### config.mk
export PLATFORM = sky130hd
export DESIGN_NAME = rs_bank
export DESIGN_NICKNAME = d
export VERILOG_FILES = /design/src/rtl/rs_pkg.sv /design/src/rtl/rs_alloc.sv /design/src/rtl/rs_entry.sv /design/src/rtl/rs_select.sv /design/src/rtl/rs_bank.sv
export SDC_FILE = /design/constraint.sdc
export NUM_CORES = 1
export LEC_CHECK = 0
export BUFFER_PORTS_ARGS = -buffer_cell sky130_fd_sc_hd__buf_4
export CAP_MARGIN = 0
export CORE_AREA = 2 2 230 232
export DETAILED_ROUTE_END_ITERATION = 6
export DIE_AREA = 0 0 232 234
export HOLD_SLACK_MARGIN = 0.05
export PLACE_DENSITY = 0.79
export RECOVER_POWER = 100
export SLEW_MARGIN = 10
export SYNTH_ARGS = -nofsm -noshare
export SYNTH_HDL_FRONTEND = slang
export SYNTH_SLANG_ARGS = --single-unit
export TNS_END_PERCENT = 1
### constraint.sdc
create_clock -name clk -period 6.7 [get_ports clk]
set_clock_uncertainty 0.2 [all_clocks]
set_input_delay 0.67 -clock clk [delete_from_list [all_inputs] [get_ports clk]]
set_output_delay 0.67 -clock clk [all_outputs]
set_load 0.05 [all_outputs]
### src/rtl/rs_pkg.sv
// Package rs_pkg
// Shared widths and types for the reservation station bank.
// Assumes: tag value zero is reserved to mean "operand value present".
package rs_pkg;

    parameter int RS_DATA_W = 64;
    parameter int RS_TAG_W  = 4;
    parameter int RS_OP_W   = 4;

    typedef logic [RS_DATA_W-1:0] data_t;
    typedef logic [RS_TAG_W-1:0]  tag_t;
    typedef logic [RS_OP_W-1:0]   op_t;

    // One source operand: pending producer tag, or a value once tag is zero.
    typedef struct packed {
        tag_t  tag;
        data_t val;
    } operand_t;

    // Returns the operand after snooping one broadcast: a waiting operand
    // whose tag matches a valid broadcast takes the data and clears its tag.
    function automatic operand_t rs_snoop(operand_t cur, logic bvalid,
                                          tag_t btag, data_t bdata);
        operand_t nxt;
        nxt = cur;
        if (bvalid && (cur.tag != '0) && (cur.tag == btag)) begin
            nxt.tag = '0;
            nxt.val = bdata;
        end
        return nxt;
    endfunction

endpackage

### src/rtl/rs_alloc.sv
// Module rs_alloc
// Picks the lowest-index free entry for the issue port, produces the
// one-hot write enable, the tag the new entry is given, and full/ready.
// Assumes: ENTRIES >= 2 and BASE_TAG + ENTRIES - 1 fits in a tag.
module rs_alloc
    import rs_pkg::*;
#(
    parameter int ENTRIES  = 3,
    parameter int BASE_TAG = 1
) (
    input  logic [ENTRIES-1:0] busy_i,
    input  logic               iss_valid_i,
    output logic [ENTRIES-1:0] alloc_o,
    output logic               iss_ready_o,
    output tag_t               iss_tag_o,
    output logic               full_o
);

    localparam int IDX_W = $clog2(ENTRIES);

    logic [IDX_W-1:0]   free_idx;
    logic               any_free;

    // Priority search for the lowest free slot (scan high to low).
    always_comb begin
        free_idx = '0;
        any_free = 1'b0;
        for (int i = ENTRIES - 1; i >= 0; i--) begin
            if (!busy_i[i]) begin
                free_idx = IDX_W'(i);
                any_free = 1'b1;
            end
        end
    end

    // One-hot write enable for the chosen slot, gated by the request.
    always_comb begin
        alloc_o = '0;
        if (iss_valid_i && any_free) begin
            alloc_o[free_idx] = 1'b1;
        end
    end

    assign iss_ready_o = any_free;
    assign full_o      = &busy_i;
    assign iss_tag_o   = tag_t'(BASE_TAG + int'(free_idx));

    always_comb begin
        AST_ALLOC_TARGETS_FREE: assert ((alloc_o & busy_i) == '0);
    end

endmodule

### src/rtl/rs_entry.sv
// Module rs_entry
// One reservation station: busy flag, operation, two operands with
// producer tags, and a dispatched flag. Snoops the broadcast bus for
// operand wakeup and for its own tag, which releases the entry.
// Assumes: alloc_i is only asserted while the entry is free, grant_i only
// while ready_o is high, and broadcast tags are never zero.
module rs_entry
    import rs_pkg::*;
#(
    parameter int MY_TAG = 1
) (
    input  logic     clk,
    input  logic     rst_n,
    input  logic     alloc_i,
    input  op_t      iss_op_i,
    input  operand_t iss_a_i,
    input  operand_t iss_b_i,
    input  logic     cdb_valid_i,
    input  tag_t     cdb_tag_i,
    input  data_t    cdb_data_i,
    input  logic     grant_i,
    output logic     busy_o,
    output logic     ready_o,
    output op_t      op_o,
    output operand_t a_o,
    output operand_t b_o
);

    localparam tag_t OWN_TAG = tag_t'(MY_TAG);

    logic     busy_q;
    logic     sent_q;
    op_t      op_q;
    operand_t a_q;
    operand_t b_q;
    logic     own_hit;

    assign own_hit = cdb_valid_i && (cdb_tag_i == OWN_TAG);

    // Entry state: allocate, wake up operands, mark dispatch, free on own tag.
    always_ff @(posedge clk) begin
        if (!rst_n) begin
            busy_q <= 1'b0;
            sent_q <= 1'b0;
            op_q   <= '0;
            a_q    <= '0;
            b_q    <= '0;
        end else if (alloc_i) begin
            busy_q <= 1'b1;
            sent_q <= 1'b0;
            op_q   <= iss_op_i;
            a_q    <= rs_snoop(iss_a_i, cdb_valid_i, cdb_tag_i, cdb_data_i);
            b_q    <= rs_snoop(iss_b_i, cdb_valid_i, cdb_tag_i, cdb_data_i);
        end else if (busy_q) begin
            if (own_hit) begin
                busy_q <= 1'b0;
                sent_q <= 1'b0;
            end else begin
                a_q <= rs_snoop(a_q, cdb_valid_i, cdb_tag_i, cdb_data_i);
                b_q <= rs_snoop(b_q, cdb_valid_i, cdb_tag_i, cdb_data_i);
                if (grant_i) begin
                    sent_q <= 1'b1;
                end
            end
        end
    end

    assign ready_o = busy_q && !sent_q && (a_q.tag == '0) && (b_q.tag == '0);
    assign busy_o  = busy_q;
    assign op_o    = op_q;
    assign a_o     = a_q;
    assign b_o     = b_q;

    AST_FREE_ON_OWN_TAG: assert property (@(posedge clk) disable iff (!rst_n)
        (busy_q && own_hit && !alloc_i) |=> !busy_q);

    AST_WAKE_SRC1: assert property (@(posedge clk) disable iff (!rst_n)
        (busy_q && !alloc_i && !own_hit && cdb_valid_i && (a_q.tag != '0)
         && (a_q.tag == cdb_tag_i))
        |=> ((a_q.tag == '0) && (a_q.val == $past(cdb_data_i))));

    AST_WAKE_SRC2: assert property (@(posedge clk) disable iff (!rst_n)
        (busy_q && !alloc_i && !own_hit && cdb_valid_i && (b_q.tag != '0)
         && (b_q.tag == cdb_tag_i))
        |=> ((b_q.tag == '0) && (b_q.val == $past(cdb_data_i))));

    AST_GRANT_ONLY_READY: assert property (@(posedge clk) disable iff (!rst_n)
        grant_i |-> ready_o);

    AST_GRANT_RETIRES: assert property (@(posedge clk) disable iff (!rst_n)
        (grant_i && !own_hit) |=> (busy_q && !ready_o));

endmodule

### src/rtl/rs_select.sv
// Module rs_select
// Chooses the lowest-index ready entry, drives the execution-unit
// outputs from it and returns a one-hot grant when the unit accepts.
// Assumes: ENTRIES >= 2; ready_i already excludes dispatched entries.
module rs_select
    import rs_pkg::*;
#(
    parameter int ENTRIES  = 3,
    parameter int BASE_TAG = 1
) (
    input  logic               clk,
    input  logic               rst_n,
    input  logic [ENTRIES-1:0] ready_i,
    input  op_t                op_i  [ENTRIES],
    input  operand_t           a_i   [ENTRIES],
    input  operand_t           b_i   [ENTRIES],
    input  logic               ex_ready_i,
    output logic [ENTRIES-1:0] grant_o,
    output logic               ex_valid_o,
    output op_t                ex_op_o,
    output data_t              ex_a_o,
    output data_t              ex_b_o,
    output tag_t               ex_tag_o
);

    localparam int IDX_W = $clog2(ENTRIES);

    logic [IDX_W-1:0] sel_idx;
    logic             any_ready;

    // Priority search for the lowest ready slot (scan high to low).
    always_comb begin
        sel_idx   = '0;
        any_ready = 1'b0;
        for (int i = ENTRIES - 1; i >= 0; i--) begin
            if (ready_i[i]) begin
                sel_idx   = IDX_W'(i);
                any_ready = 1'b1;
            end
        end
    end

    // Grant the selected slot when the execution unit takes it.
    always_comb begin
        grant_o = '0;
        if (any_ready && ex_ready_i) begin
            grant_o[sel_idx] = 1'b1;
        end
    end

    // Operation and operand mux towards the execution unit.
    always_comb begin
        ex_op_o = op_i[sel_idx];
        ex_a_o  = a_i[sel_idx].val;
        ex_b_o  = b_i[sel_idx].val;
    end

    assign ex_valid_o = any_ready;
    assign ex_tag_o   = tag_t'(BASE_TAG + int'(sel_idx));

    AST_GRANT_ONEHOT: assert property (@(posedge clk) disable iff (!rst_n)
        $onehot0(grant_o));

    AST_NO_GRANT_WITHOUT_ACCEPT: assert property (@(posedge clk) disable iff (!rst_n)
        !ex_ready_i |-> (grant_o == '0));

endmodule

### src/rtl/rs_bank.sv
// Module rs_bank
// Reservation station bank for one functional-unit class. Issue writes
// the lowest free entry; entries snoop a tagged result broadcast for their
// operands and for their own release; the lowest ready entry is offered to
// a pipelined execution unit with a valid/ready pair.
// Assumes: broadcast tags are nonzero and unique across all banks; each
// entry's own tag is broadcast only after that entry was dispatched.
module rs_bank
    import rs_pkg::*;
#(
    parameter int ENTRIES  = 3,
    parameter int BASE_TAG = 1
) (
    input  logic                 clk,
    input  logic                 rst_n,
    input  logic                 iss_valid,
    input  logic [RS_OP_W-1:0]   iss_op,
    input  logic [RS_TAG_W-1:0]  iss_src1_tag,
    input  logic [RS_DATA_W-1:0] iss_src1_val,
    input  logic [RS_TAG_W-1:0]  iss_src2_tag,
    input  logic [RS_DATA_W-1:0] iss_src2_val,
    output logic                 iss_ready,
    output logic [RS_TAG_W-1:0]  iss_tag,
    input  logic                 cdb_valid,
    input  logic [RS_TAG_W-1:0]  cdb_tag,
    input  logic [RS_DATA_W-1:0] cdb_data,
    output logic                 ex_valid,
    input  logic                 ex_ready,
    output logic [RS_OP_W-1:0]   ex_op,
    output logic [RS_DATA_W-1:0] ex_src1,
    output logic [RS_DATA_W-1:0] ex_src2,
    output logic [RS_TAG_W-1:0]  ex_tag,
    output logic [ENTRIES-1:0]   busy,
    output logic                 full
);

    localparam int LAST_TAG = BASE_TAG + ENTRIES - 1;

    initial begin
        if (ENTRIES < 2 || BASE_TAG < 1 || LAST_TAG >= (1 << RS_TAG_W)) begin
            $error("rs_bank: tag range does not fit the tag width");
        end
    end

    logic [ENTRIES-1:0] alloc;
    logic [ENTRIES-1:0] ready;
    logic [ENTRIES-1:0] grant;
    op_t                ent_op [ENTRIES];
    operand_t           ent_a  [ENTRIES];
    operand_t           ent_b  [ENTRIES];
    operand_t           iss_a;
    operand_t           iss_b;

    // Pack the issue operands into the shared operand type.
    always_comb begin
        iss_a.tag = iss_src1_tag;
        iss_a.val = iss_src1_val;
        iss_b.tag = iss_src2_tag;
        iss_b.val = iss_src2_val;
    end

    rs_alloc #(
        .ENTRIES  (ENTRIES),
        .BASE_TAG (BASE_TAG)
    ) u_alloc (
        .busy_i      (busy),
        .iss_valid_i (iss_valid),
        .alloc_o     (alloc),
        .iss_ready_o (iss_ready),
        .iss_tag_o   (iss_tag),
        .full_o      (full)
    );

    for (genvar g = 0; g < ENTRIES; g++) begin : g_ent
        rs_entry #(
            .MY_TAG (BASE_TAG + g)
        ) u_entry (
            .clk         (clk),
            .rst_n       (rst_n),
            .alloc_i     (alloc[g]),
            .iss_op_i    (iss_op),
            .iss_a_i     (iss_a),
            .iss_b_i     (iss_b),
            .cdb_valid_i (cdb_valid),
            .cdb_tag_i   (cdb_tag),
            .cdb_data_i  (cdb_data),
            .grant_i     (grant[g]),
            .busy_o      (busy[g]),
            .ready_o     (ready[g]),
            .op_o        (ent_op[g]),
            .a_o         (ent_a[g]),
            .b_o         (ent_b[g])
        );

        AST_DISPATCH_OPERANDS_PRESENT: assert property (@(posedge clk) disable iff (!rst_n)
            (ex_valid && (ex_tag == tag_t'(BASE_TAG + g)))
            |-> (busy[g] && (ent_a[g].tag == '0) && (ent_b[g].tag == '0)));

        AST_ISSUE_SETS_BUSY: assert property (@(posedge clk) disable iff (!rst_n)
            (iss_valid && iss_ready && (iss_tag == tag_t'(BASE_TAG + g)))
            |=> busy[g]);
    end

    rs_select #(
        .ENTRIES  (ENTRIES),
        .BASE_TAG (BASE_TAG)
    ) u_select (
        .clk        (clk),
        .rst_n      (rst_n),
        .ready_i    (ready),
        .op_i       (ent_op),
        .a_i        (ent_a),
        .b_i        (ent_b),
        .ex_ready_i (ex_ready),
        .grant_o    (grant),
        .ex_valid_o (ex_valid),
        .ex_op_o    (ex_op),
        .ex_a_o     (ex_src1),
        .ex_b_o     (ex_src2),
        .ex_tag_o   (ex_tag)
    );

    AST_FULL_STALLS_ISSUE: assert property (@(posedge clk) disable iff (!rst_n)
        full |=> ($countones(busy) <= $past($countones(busy))));

    AST_FULL_BLOCKS_READY: assert property (@(posedge clk) disable iff (!rst_n)
        full |-> !iss_ready);

endmodule

==> results.txt <==
first-pass detailed-route iteration total: 6
total negative slack: 0 ns
register area share after synthesis: 35.4%
cell area after synthesis: 24100 sq um
HP Class: primary input to flop
largest family of logic cells by synthesized area: compound AO/OA/AOI/OAI gates
Fmax: 173 MHz
number of antenna violations at the first check in global routing: 2
crit start category: primary input
Synth area leader: dfxtp_1
vias per inst: 6.60
Yosys cell types: 56
critical path type: primary input to flop
Port Buffers: 354
Chip Height: 234 um
Row Count: 84
Placed Area: 26500 sq um
Final min period: 5.77 ns
Post-DRT Antenna Nets: 0
core area: 52000 sq um
Synth Area in Compound Gates: 24.7%
GRT Total Usage: 31.9%
flops & latches, synth: 426
Final nets: 3404
H-tree Lvls: 2
Worst Path Arrival: 6.04 ns
crit-path leading delay family: buffers and inverters
Reg2Reg Depth: 7
clk root buf: clkbuf_16
worst-path cell chain: clkbuf_1, nand2_1, clkbuf_2, o21ai_0
I/O pin count: 359
predominant post-synthesis flop cell: dfxtp_1
Tcrit/Tclk final: 86.2%
die width: 232 um
maximum fanout along the worst path: 57
GRT overflow: 0
failing checks: capacitance limit, slew limit
fraction of layout cells with a size suffix above 1: 11.0%
top-count cell post-synth: dfxtp_1
Mapped Cells: 3144
post-DP HPWL: 53100 um
setup violators final: 0
die area: 54300 sq um
outcome: complete, but fails checks
warnings from Yosys: 0
P per Cell Area: 250 nW/um^2
synth-to-layout area growth: 13.8%
CTS clk-pin slew, worst paths: 0.06 ns
Final Max Tran Viols: 494
Resize count post-CTS: 0
Initial Util: 46.3%
Finished Cell Area: 27400 sq um
ys async rst share: 0%
Post-CTS Hold Fix Bufs: 0
fill count: 4991
RSZ-0062 raised after global routing: no
clk sink count: 426
Crit path depth: 4
vias in the first global route: 23800
Fin. Hold Viols: 0
Crit. End Element: flop
Inst Count DP: 3829
CP max-delay cell: clkbuf_1
first-pass GRT wire length: 138000 um
total leakage power: 11.2 nW
Layout Cells excl Fill: 3915
largest net degree at the start of global routing: 117
Crit path buffers/inverters: 2
Worst slew margin: -122%
Adder-Cell Fraction of Synth Area: 0%
Finished Core Util: 52.7%
Vias: 25900
TritonCTS clock tree: built
CP max stage delay: 2.29 ns
total wire length: 91000 um
Post-Synth Simple-Gate Area: 21.6%
mux share of post-synthesis cell area: 9.84%
wire per inst: 23.2 um
Max VDD drop: 0.194 mV
xor-xnor portion of the synthesized cell area: 1.12%
Yosys top cell area share: 35.4%
1st-iter DRT viols: 3611
DRC viols: 0
Final WS setup: 0.925 ns
EDFF count, synth: 0
Synth top cells by count: dfxtp_1, nand3_1, clkbuf_1, a31oi_1, nand2_1
total CTS buffers: 47
clk_lat worst skew: 0.58 ns
routability congestion estimate: 0.857
Hold Path Depth: 3
Clock Path Buffers: 3
Area contributors post-synth: dfxtp_1, mux2i_1, nand3_1
slew at the pin with the worst max-slew slack: 3.33 ns
dpl ws: 2.28 ns
setup bufs post-CTS: 0
max cap viols: 9
CP required: 6.96 ns
Post-Syn Area per Cell: 7.67 sq um
-- layout make-up --
class | count | area (sq um) | share of cell area, %
multi-input cells | 2304 | 13900 | 50.8
flip-flops and latches | 426 | 8530 | 31.1
repair buffers | 404 | 2550 | 9.30
clock buffers | 77 | 1440 | 5.25
well taps | 688 | 861 | 3.14
clock inverters | 5 | 75.1 | 0.274
inverters | 8 | 37.5 | 0.137
diodes | 3 | 7.51 | 0.0274
-- logic make-up after synthesis --
group	after synthesis
compound gates	963
xor+xnor	30
buf+inv	417
flops	426
mux	237
other cells	1
simple gates	1070
-- state kept, by name, summed over array words and instances (netlist names) --
register              count
g_ent.u_entry.sent_q      3
g_ent.u_entry.b_o       204
g_ent.u_entry.op_o       12
g_ent.u_entry.busy_o      3
g_ent.u_entry.a_o       204
-- per-layer routing --
metal  GRT usage (%)  wire length (um)
met1            42.1             35800
met2            50.0             41300
met3            6.16              9970
met4            15.9              3910
met5               0                 0
-- power by group --
| group | leakage, nW | internal (mW) | switching (mW) |
|---|---|---|---|
| Sequential | 3.47 | 2.65 | 0.0712 |
| Clock | 0.743 | 1.53 | 1.08 |
| Combinational | 6.96 | 0.396 | 1.12 |
| Total | 11.2 | 4.58 | 2.27 |
-- cells in the final DEF, fill, tap and decap left out, types with 62 or more instances in the layout --
master	instances
a21oi_1	205
a221oi_1	62
a22oi_1	64
a31oi_1	286
and2_1	136
and3_1	95
buf_4	257
clkbuf_1	156
dfxtp_1	426
mux2i_1	237
nand2_1	254
nand3_1	376
nor2_1	161
o21ai_0	155
o22ai_1	132
-- path summary, 6_finish.rpt --
path / startpoint / to / slack [ns]
worst max-delay path: rst_n / g_ent[1].u_entry.a_o[38] / 0.93
worst min-delay path: iss_op[0] / g_ent[0].u_entry.op_o[0] / 0.15
worst max register to register: g_ent[1].u_entry.busy_o / g_ent[1].u_entry.b_o[20] / 1.00
worst min register to register: g_ent[0].u_entry.op_o[0] / g_ent[0].u_entry.op_o[0] / 0.26
-- worst register-to-register path, delay by kind of cell, from the launching register on --
family / cells / cell delay, ns
buf+inv: 2 / 2.19
simple gates: 3 / 2.12
compound gates: 2 / 0.49
flops: 1 / 0.56
-- through the flow --
step	hold slack, ns	total power [mW]
CTS	0.126	6.93
floorplan	0.236	3.82
finish	0.148	6.85
global placement	0.243	4.34
global route	0.149	7.07
detailed placement	0.247	4.36
Note: power is estimated with default switching activity, not from simulation.
